<file path="config.mk">
export PLATFORM = sky130hd
export DESIGN_NAME = lru1_victim_sel
export DESIGN_NICKNAME = d
export VERILOG_FILES = /design/src/rtl/lru1_pkg.sv /design/src/rtl/lru1_prienc.sv /design/src/rtl/lru1_cand.sv /design/src/rtl/lru1_victim_sel.sv
export SDC_FILE = /design/constraint.sdc
export NUM_CORES = 1
export LEC_CHECK = 0
export BUFFER_PORTS_ARGS = -buffer_cell sky130_fd_sc_hd__buf_2
export CELL_PAD_IN_SITES_DETAIL_PLACEMENT = 1
export CELL_PAD_IN_SITES_GLOBAL_PLACEMENT = 2
export CORE_ASPECT_RATIO = 0.75
export CORE_UTILIZATION = 20
export CTS_CLUSTER_SIZE = 16
export DETAILED_ROUTE_END_ITERATION = 16
export GPL_TIMING_DRIVEN = 0
export PLACE_DENSITY_LB_ADDON = 0.1
export SYNTH_ARGS = -nofsm -noshare
export SYNTH_HDL_FRONTEND = slang
export SYNTH_SLANG_ARGS = --single-unit
</file>
<file path="constraint.sdc">
create_clock -name clk -period 1.8 [get_ports clk]
set_clock_uncertainty 0.05 [all_clocks]
set_input_delay 0 -clock clk [delete_from_list [all_inputs] [get_ports clk]]
set_output_delay 0 -clock clk [all_outputs]
set_load 0.01 [all_outputs]
</file>
<file path="src/rtl/lru1_pkg.sv">
package lru1_pkg;

    localparam int unsigned DEF_ENTRIES = 64;
    localparam int unsigned DEF_WORD_W  = 64;

    typedef enum logic [1:0] {
        ST_IDLE  = 2'd0,
        ST_PICK  = 2'd1,
        ST_RETRY = 2'd2
    } sel_state_e;

    // Candidate classes, in order of decreasing preference
    localparam int unsigned CLS_EMPTY    = 0;
    localparam int unsigned CLS_FREE     = 1;
    localparam int unsigned CLS_UNLOCKED = 2;
    localparam int unsigned CLS_COUNT    = 3;

    function automatic int unsigned idx_width(input int unsigned n);
        return (n > 1) ? $clog2(n) : 1;
    endfunction

endpackage

</file>
<file path="src/rtl/lru1_prienc.sv">
module lru1_prienc #(
    parameter int unsigned N  = 64,
    parameter int unsigned IW = 6
) (
    input  logic [N-1:0]  req,
    output logic          any,
    output logic [IW-1:0] idx
);
    // Lowest set bit wins
    always_comb begin
        any = 1'b0;
        idx = '0;
        for (int i = N - 1; i >= 0; i--) begin
            if (req[i]) begin
                any = 1'b1;
                idx = IW'(i);
            end
        end
    end
endmodule

</file>
<file path="src/rtl/lru1_cand.sv">
module lru1_cand
    import lru1_pkg::*;
#(
    parameter int unsigned N  = 64,
    parameter int unsigned IW = 6
) (
    input  logic [N-1:0]            valid_bits,
    input  logic [N-1:0]            locked_bits,
    input  logic [N-1:0]            used_bits,
    output logic [CLS_COUNT-1:0]    cls_any,
    output logic [CLS_COUNT-1:0][IW-1:0] cls_idx
);
    logic [CLS_COUNT-1:0][N-1:0] cls_mask;

    always_comb begin
        cls_mask[CLS_EMPTY]    = ~valid_bits;
        cls_mask[CLS_FREE]     = ~locked_bits & ~used_bits;
        // After the bulk clear every unlocked slot counts as unused
        cls_mask[CLS_UNLOCKED] = ~locked_bits;
    end

    for (genvar g = 0; g < CLS_COUNT; g++) begin : g_enc
        lru1_prienc #(.N(N), .IW(IW)) enc_i (
            .req (cls_mask[g]),
            .any (cls_any[g]),
            .idx (cls_idx[g])
        );
    end
endmodule

</file>
<file path="src/rtl/lru1_victim_sel.sv">
module lru1_victim_sel
    import lru1_pkg::*;
#(
    parameter int unsigned N_ENT  = DEF_ENTRIES,
    parameter int unsigned TAG_W  = DEF_WORD_W,
    parameter int unsigned DATA_W = DEF_WORD_W,
    parameter int unsigned IDX_W  = idx_width(N_ENT)
) (
    input  logic              clk,
    input  logic              rst,
    input  logic              fill_req,
    input  logic [TAG_W-1:0]  fill_tag,
    input  logic [DATA_W-1:0] fill_data,
    input  logic [N_ENT-1:0]  valid_bits,
    input  logic [N_ENT-1:0]  locked_bits,
    input  logic [N_ENT-1:0]  used_bits,
    output logic              wr_en,
    output logic [IDX_W-1:0]  wr_idx,
    output logic [TAG_W-1:0]  wr_tag,
    output logic [DATA_W-1:0] wr_data,
    output logic              used_clr,
    output logic              fill_drop
);
    typedef struct packed {
        logic [TAG_W-1:0]  tag;
        logic [DATA_W-1:0] data;
    } fill_t;

    sel_state_e                       state;
    fill_t                            cap;
    logic [CLS_COUNT-1:0]             cls_any;
    logic [CLS_COUNT-1:0][IDX_W-1:0]  cls_idx;

    lru1_cand #(.N(N_ENT), .IW(IDX_W)) cand_i (
        .valid_bits  (valid_bits),
        .locked_bits (locked_bits),
        .used_bits   (used_bits),
        .cls_any     (cls_any),
        .cls_idx     (cls_idx)
    );

    always_ff @(posedge clk) begin
        if (rst) begin
            state     <= ST_IDLE;
            cap       <= '0;
            wr_en     <= 1'b0;
            wr_idx    <= '0;
            used_clr  <= 1'b0;
            fill_drop <= 1'b0;
        end else begin
            wr_en     <= 1'b0;
            used_clr  <= 1'b0;
            fill_drop <= 1'b0;
            unique case (state)
                ST_IDLE: begin
                    if (fill_req) begin
                        cap   <= '{tag: fill_tag, data: fill_data};
                        state <= ST_PICK;
                    end
                end
                ST_PICK: begin
                    if (cls_any[CLS_EMPTY]) begin
                        wr_en  <= 1'b1;
                        wr_idx <= cls_idx[CLS_EMPTY];
                        state  <= ST_IDLE;
                    end else if (cls_any[CLS_FREE]) begin
                        wr_en  <= 1'b1;
                        wr_idx <= cls_idx[CLS_FREE];
                        state  <= ST_IDLE;
                    end else begin
                        used_clr <= 1'b1;
                        state    <= ST_RETRY;
                    end
                end
                ST_RETRY: begin
                    if (cls_any[CLS_UNLOCKED]) begin
                        wr_en  <= 1'b1;
                        wr_idx <= cls_idx[CLS_UNLOCKED];
                    end else begin
                        fill_drop <= 1'b1;
                    end
                    state <= ST_IDLE;
                end
                default: state <= ST_IDLE;
            endcase
        end
    end

    assign wr_tag  = cap.tag;
    assign wr_data = cap.data;

    p_one_action_r6: assert property (@(posedge clk) disable iff (rst)
        $onehot0({wr_en, used_clr, fill_drop}));

    p_wr_single_r6: assert property (@(posedge clk) disable iff (rst)
        wr_en |=> !wr_en);

    p_clr_resolves_r4: assert property (@(posedge clk) disable iff (rst)
        used_clr |=> (wr_en || fill_drop));

    p_drop_single_r5: assert property (@(posedge clk) disable iff (rst)
        fill_drop |=> !fill_drop);

    p_busy_hold_r8: assert property (@(posedge clk) disable iff (rst)
        (state != ST_IDLE) |=> $stable(cap));

endmodule

</file>
==> flow_metrics.tcl <==
set metrics [dict create \
    fin_crit_ns 1.80 \
    tns_ns -0.00337 \
    firstDrtPassIters 4 \
    relSlewSlack_pct 49.0 \
    crit_top_cell "o2111ai_2" \
    hold_viol 0 \
    netlist_area_um2 7600 \
    place_congestion 0.809 \
    arrival_ns 2.05 \
    tritoncts "done" \
    cts_sinks 139 \
    drive_gt1_share_pct 34.9 \
    multiInputGateArea_um2 4730 \
    grtUsageTotal_pct 20.7 \
    power_mw 9.20 \
    drc_errors 0 \
    drt_iter0_markers 392 \
    core_area_um2 37200 \
    fin_nets 2024 \
    p_per_area_nw_per_um2 713 \
    slowest_delay_ns 0.39 \
    via_count 10300 \
    synth_edf_count 0 \
    violations "negative setup slack" \
    root_buffer "clkbuf_16" \
    ys_seq_area_share_pct 36.6 \
    cts_htree_levels 4 \
    cp_num_buf_inv 1 \
    wl_per_cell_um 18.7 \
    setup_viol 1 \
    antenna_found_initial 4 \
    drt_wl_total_um 41500 \
    rows 61 \
    p_leak_nw 5.72 \
    cap_viol_max_count 0 \
    criticalPathCategory "in -> reg" \
    synth_top_cell_area_share_pct 36.6 \
    yosys_warnings 0 \
    port_buffers 458 \
    overflow 0 \
    io_pins 460 \
    critPathRequiredTime_ns 2.05 \
    syn_nets 1401 \
    synth_flop_cell "dfxtp_1" \
    crit_fanout 6 \
    grt_max_degree 17 \
    grt_pass1_vias 10400 \
    synth_top_area_cell "dfxtp_1" \
    worst_slack_ns -0.00337 \
    slew_viol_final 0 \
    fmaxAchievable_ghz 0.555 \
    dieArea_um2 38800 \
    fill_cells 4732 \
    yosysUniqueCellTypes 66 \
    final_antenna_net_count 0 \
    start_util_pct 20.4 \
    period_share_pct 100 \
    start_kind "input port" \
    hold_ws_ns 0.0561 \
    crit_chain "buf_2 -> nor2_1 -> o32a_1 -> a211oi_2 -> o2111ai_2 -> a21oi_2 -> o2111ai_2 -> a311oi_4 -> a311oi_2" \
    via_per_inst 4.66 \
    slowest_stage "a311oi_4" \
    irDropWorstVdd_v 0.000612 \
    cp-end-kind "flip-flop" \
    synthCells 1075 \
    syn_avg_cell_area_um2 7.07 \
    hold_path.class "in -> reg" \
    clock_latency_ns 0.43 \
    synth-seq-cells 139 \
    status "finished with violations" \
    tightest_slew_ns 0.765 \
    syn_to_final_growth_pct 69.9 \
    hpwl_um 33600 \
    regArea_um2 2790 \
    rsz0062_at_grt "yes" \
    synth_async_sr_flop_share_pct 0 \
    die_h_um 171 \
    clockBufferDepth 2 \
    synth_area_leaders "dfxtp_1 (37%), nand2_1 (15%), a21oi_1 (9.6%)" \
    cts_made_buffers 17 \
    die_w_um 227 \
    grt_pass1_wl_um 60900 \
    path_delay_family "compound AO/OA/AOI/OAI gates" \
    clk_pin_slew_ns 0.06 \
]
==> flip-flops by register name, summed over array words and instances (netlist names) <==
| register | count |
|---|---|
| fill_drop | 1 |
| state | 2 |
| used_clr | 1 |
| wr_data | 64 |
| wr_en | 1 |
| wr_idx | 6 |
| wr_tag | 64 |
==> worst register-to-register path, cell delays in order (launching register included) <==
cell	delay, ns
dfxtp_2	0.33
inv_2	0.08
ha_4	0.19
nand3_1	0.15
or2_4	0.30
nand2b_1	0.17
o21a_1	0.20
a311oi_1	0.24
==> kinds of logic after synthesis <==
| family | share of synthesized area, % |
|---|---|
| AOI/OAI and AO/OA | 27.3 |
| adders and majority gates | 0.494 |
| buffers and inverters | 4.04 |
| DFF | 36.6 |
| and+or+nand+nor | 31.6 |
==> through the flow <==
step           worst slack (ns)  instance area (um2)  util (%)  cells
2_1_floorplan           0.00538                 7600         -   1075
3_3_place_gp              -1.53                10500      28.2   2037
3_5_place_dp              -1.44                10500      28.2   2037
4_1_cts                 -0.0834                12700      34.1   2205
5_1_grt                  -0.112                12900      34.6   2216
6_report               -0.00337                12900      34.6   2216
==> area by class of cell <==
cell class | instances | share of cell area [%]
diodes | 2 | 0.0388
multi-input cells | 857 | 36.6
clock buffers | 20 | 3.54
well taps | 504 | 4.89
clock inverters | 11 | 1.12
inverters | 34 | 0.989
plain buffers | 44 | 1.93
flip-flops and latches | 139 | 21.6
repair buffers | 605 | 29.3
==> power breakdown <==
| part | leakage (nW) | total [mW] | internal, mW | switching, mW |
|---|---|---|---|---|
| Sequential | 1.14 | 3.36 | 3.27 | 0.0921 |
| Clock | 0.288 | 3.67 | 2.24 | 1.43 |
| Combinational | 4.29 | 2.18 | 0.960 | 1.22 |
| Total | 5.72 | 9.20 | 6.47 | 2.73 |
==> cell usage in the layout (no fill, tap or decap), types with 8 or more instances in the layout <==
cell / instances
clkbuf_4: 11
a31oi_1: 9
nand3_1: 24
nor3_1: 15
nand4_1: 43
dfxtp_1: 137
inv_1: 32
buf_4: 15
buf_2: 456
nor2_1: 73
dlygate4sd3_1: 132
a21oi_1: 145
o21ai_0: 41
clkbuf_16: 18
clkbuf_1: 15
a211oi_2: 8
a211oi_1: 8
clkbuf_2: 13
nand2_1: 310
o22ai_1: 35
==> cells in the mapped netlist (all sizes together), types with 4 or more instances <==
cell and n:
and3 4, o22a 7, clkbuf 42, nor3 19
a211oi 16, a221oi 4, o22ai 36, o21ai 43
nand2 310, o32a 7, nor2b 4, nand4 48
nor4 12, o31ai 7, and4 5, a31o 4
nor2 79, a311oi 6, dfxtp 139, a31oi 9
a41oi 5, nand3 26, a21oi 146, o211ai 6
and2 4, inv 34
==> final timing paths <==
path,slack [ns],depth (start not counted),end,startpoint
hold / removal,0.06,4,wr_idx[2],valid_bits[1]
setup / recovery,-0.003,9,wr_idx[0],locked_bits[59]
hold reg to reg,0.40,2,wr_tag[57],wr_tag[57]
setup reg to reg,0.01,7,wr_idx[2],state[0]
==> layer usage <==
metal | wire length (um) | vias up | GRT usage [%]
met2 | 18300 | 270 | 31.6
li1 | - | 5123 | -
met5 | 27 | - | 0
met1 | 19900 | 4882 | 28.6
met4 | 887 | 4 | 5.89
met3 | 2400 | 43 | 4.95
==> repair_timing <==
item	in CTS	in global routing
pin swaps	12	20
resized for setup	71	43
buffers inserted	5	9
endpoints found under the hold margin	139	0
hold buffers	132	0
gates cloned	0	1
endpoints found under the setup margin	126	126
Note: power is estimated with default switching activity, not from simulation.
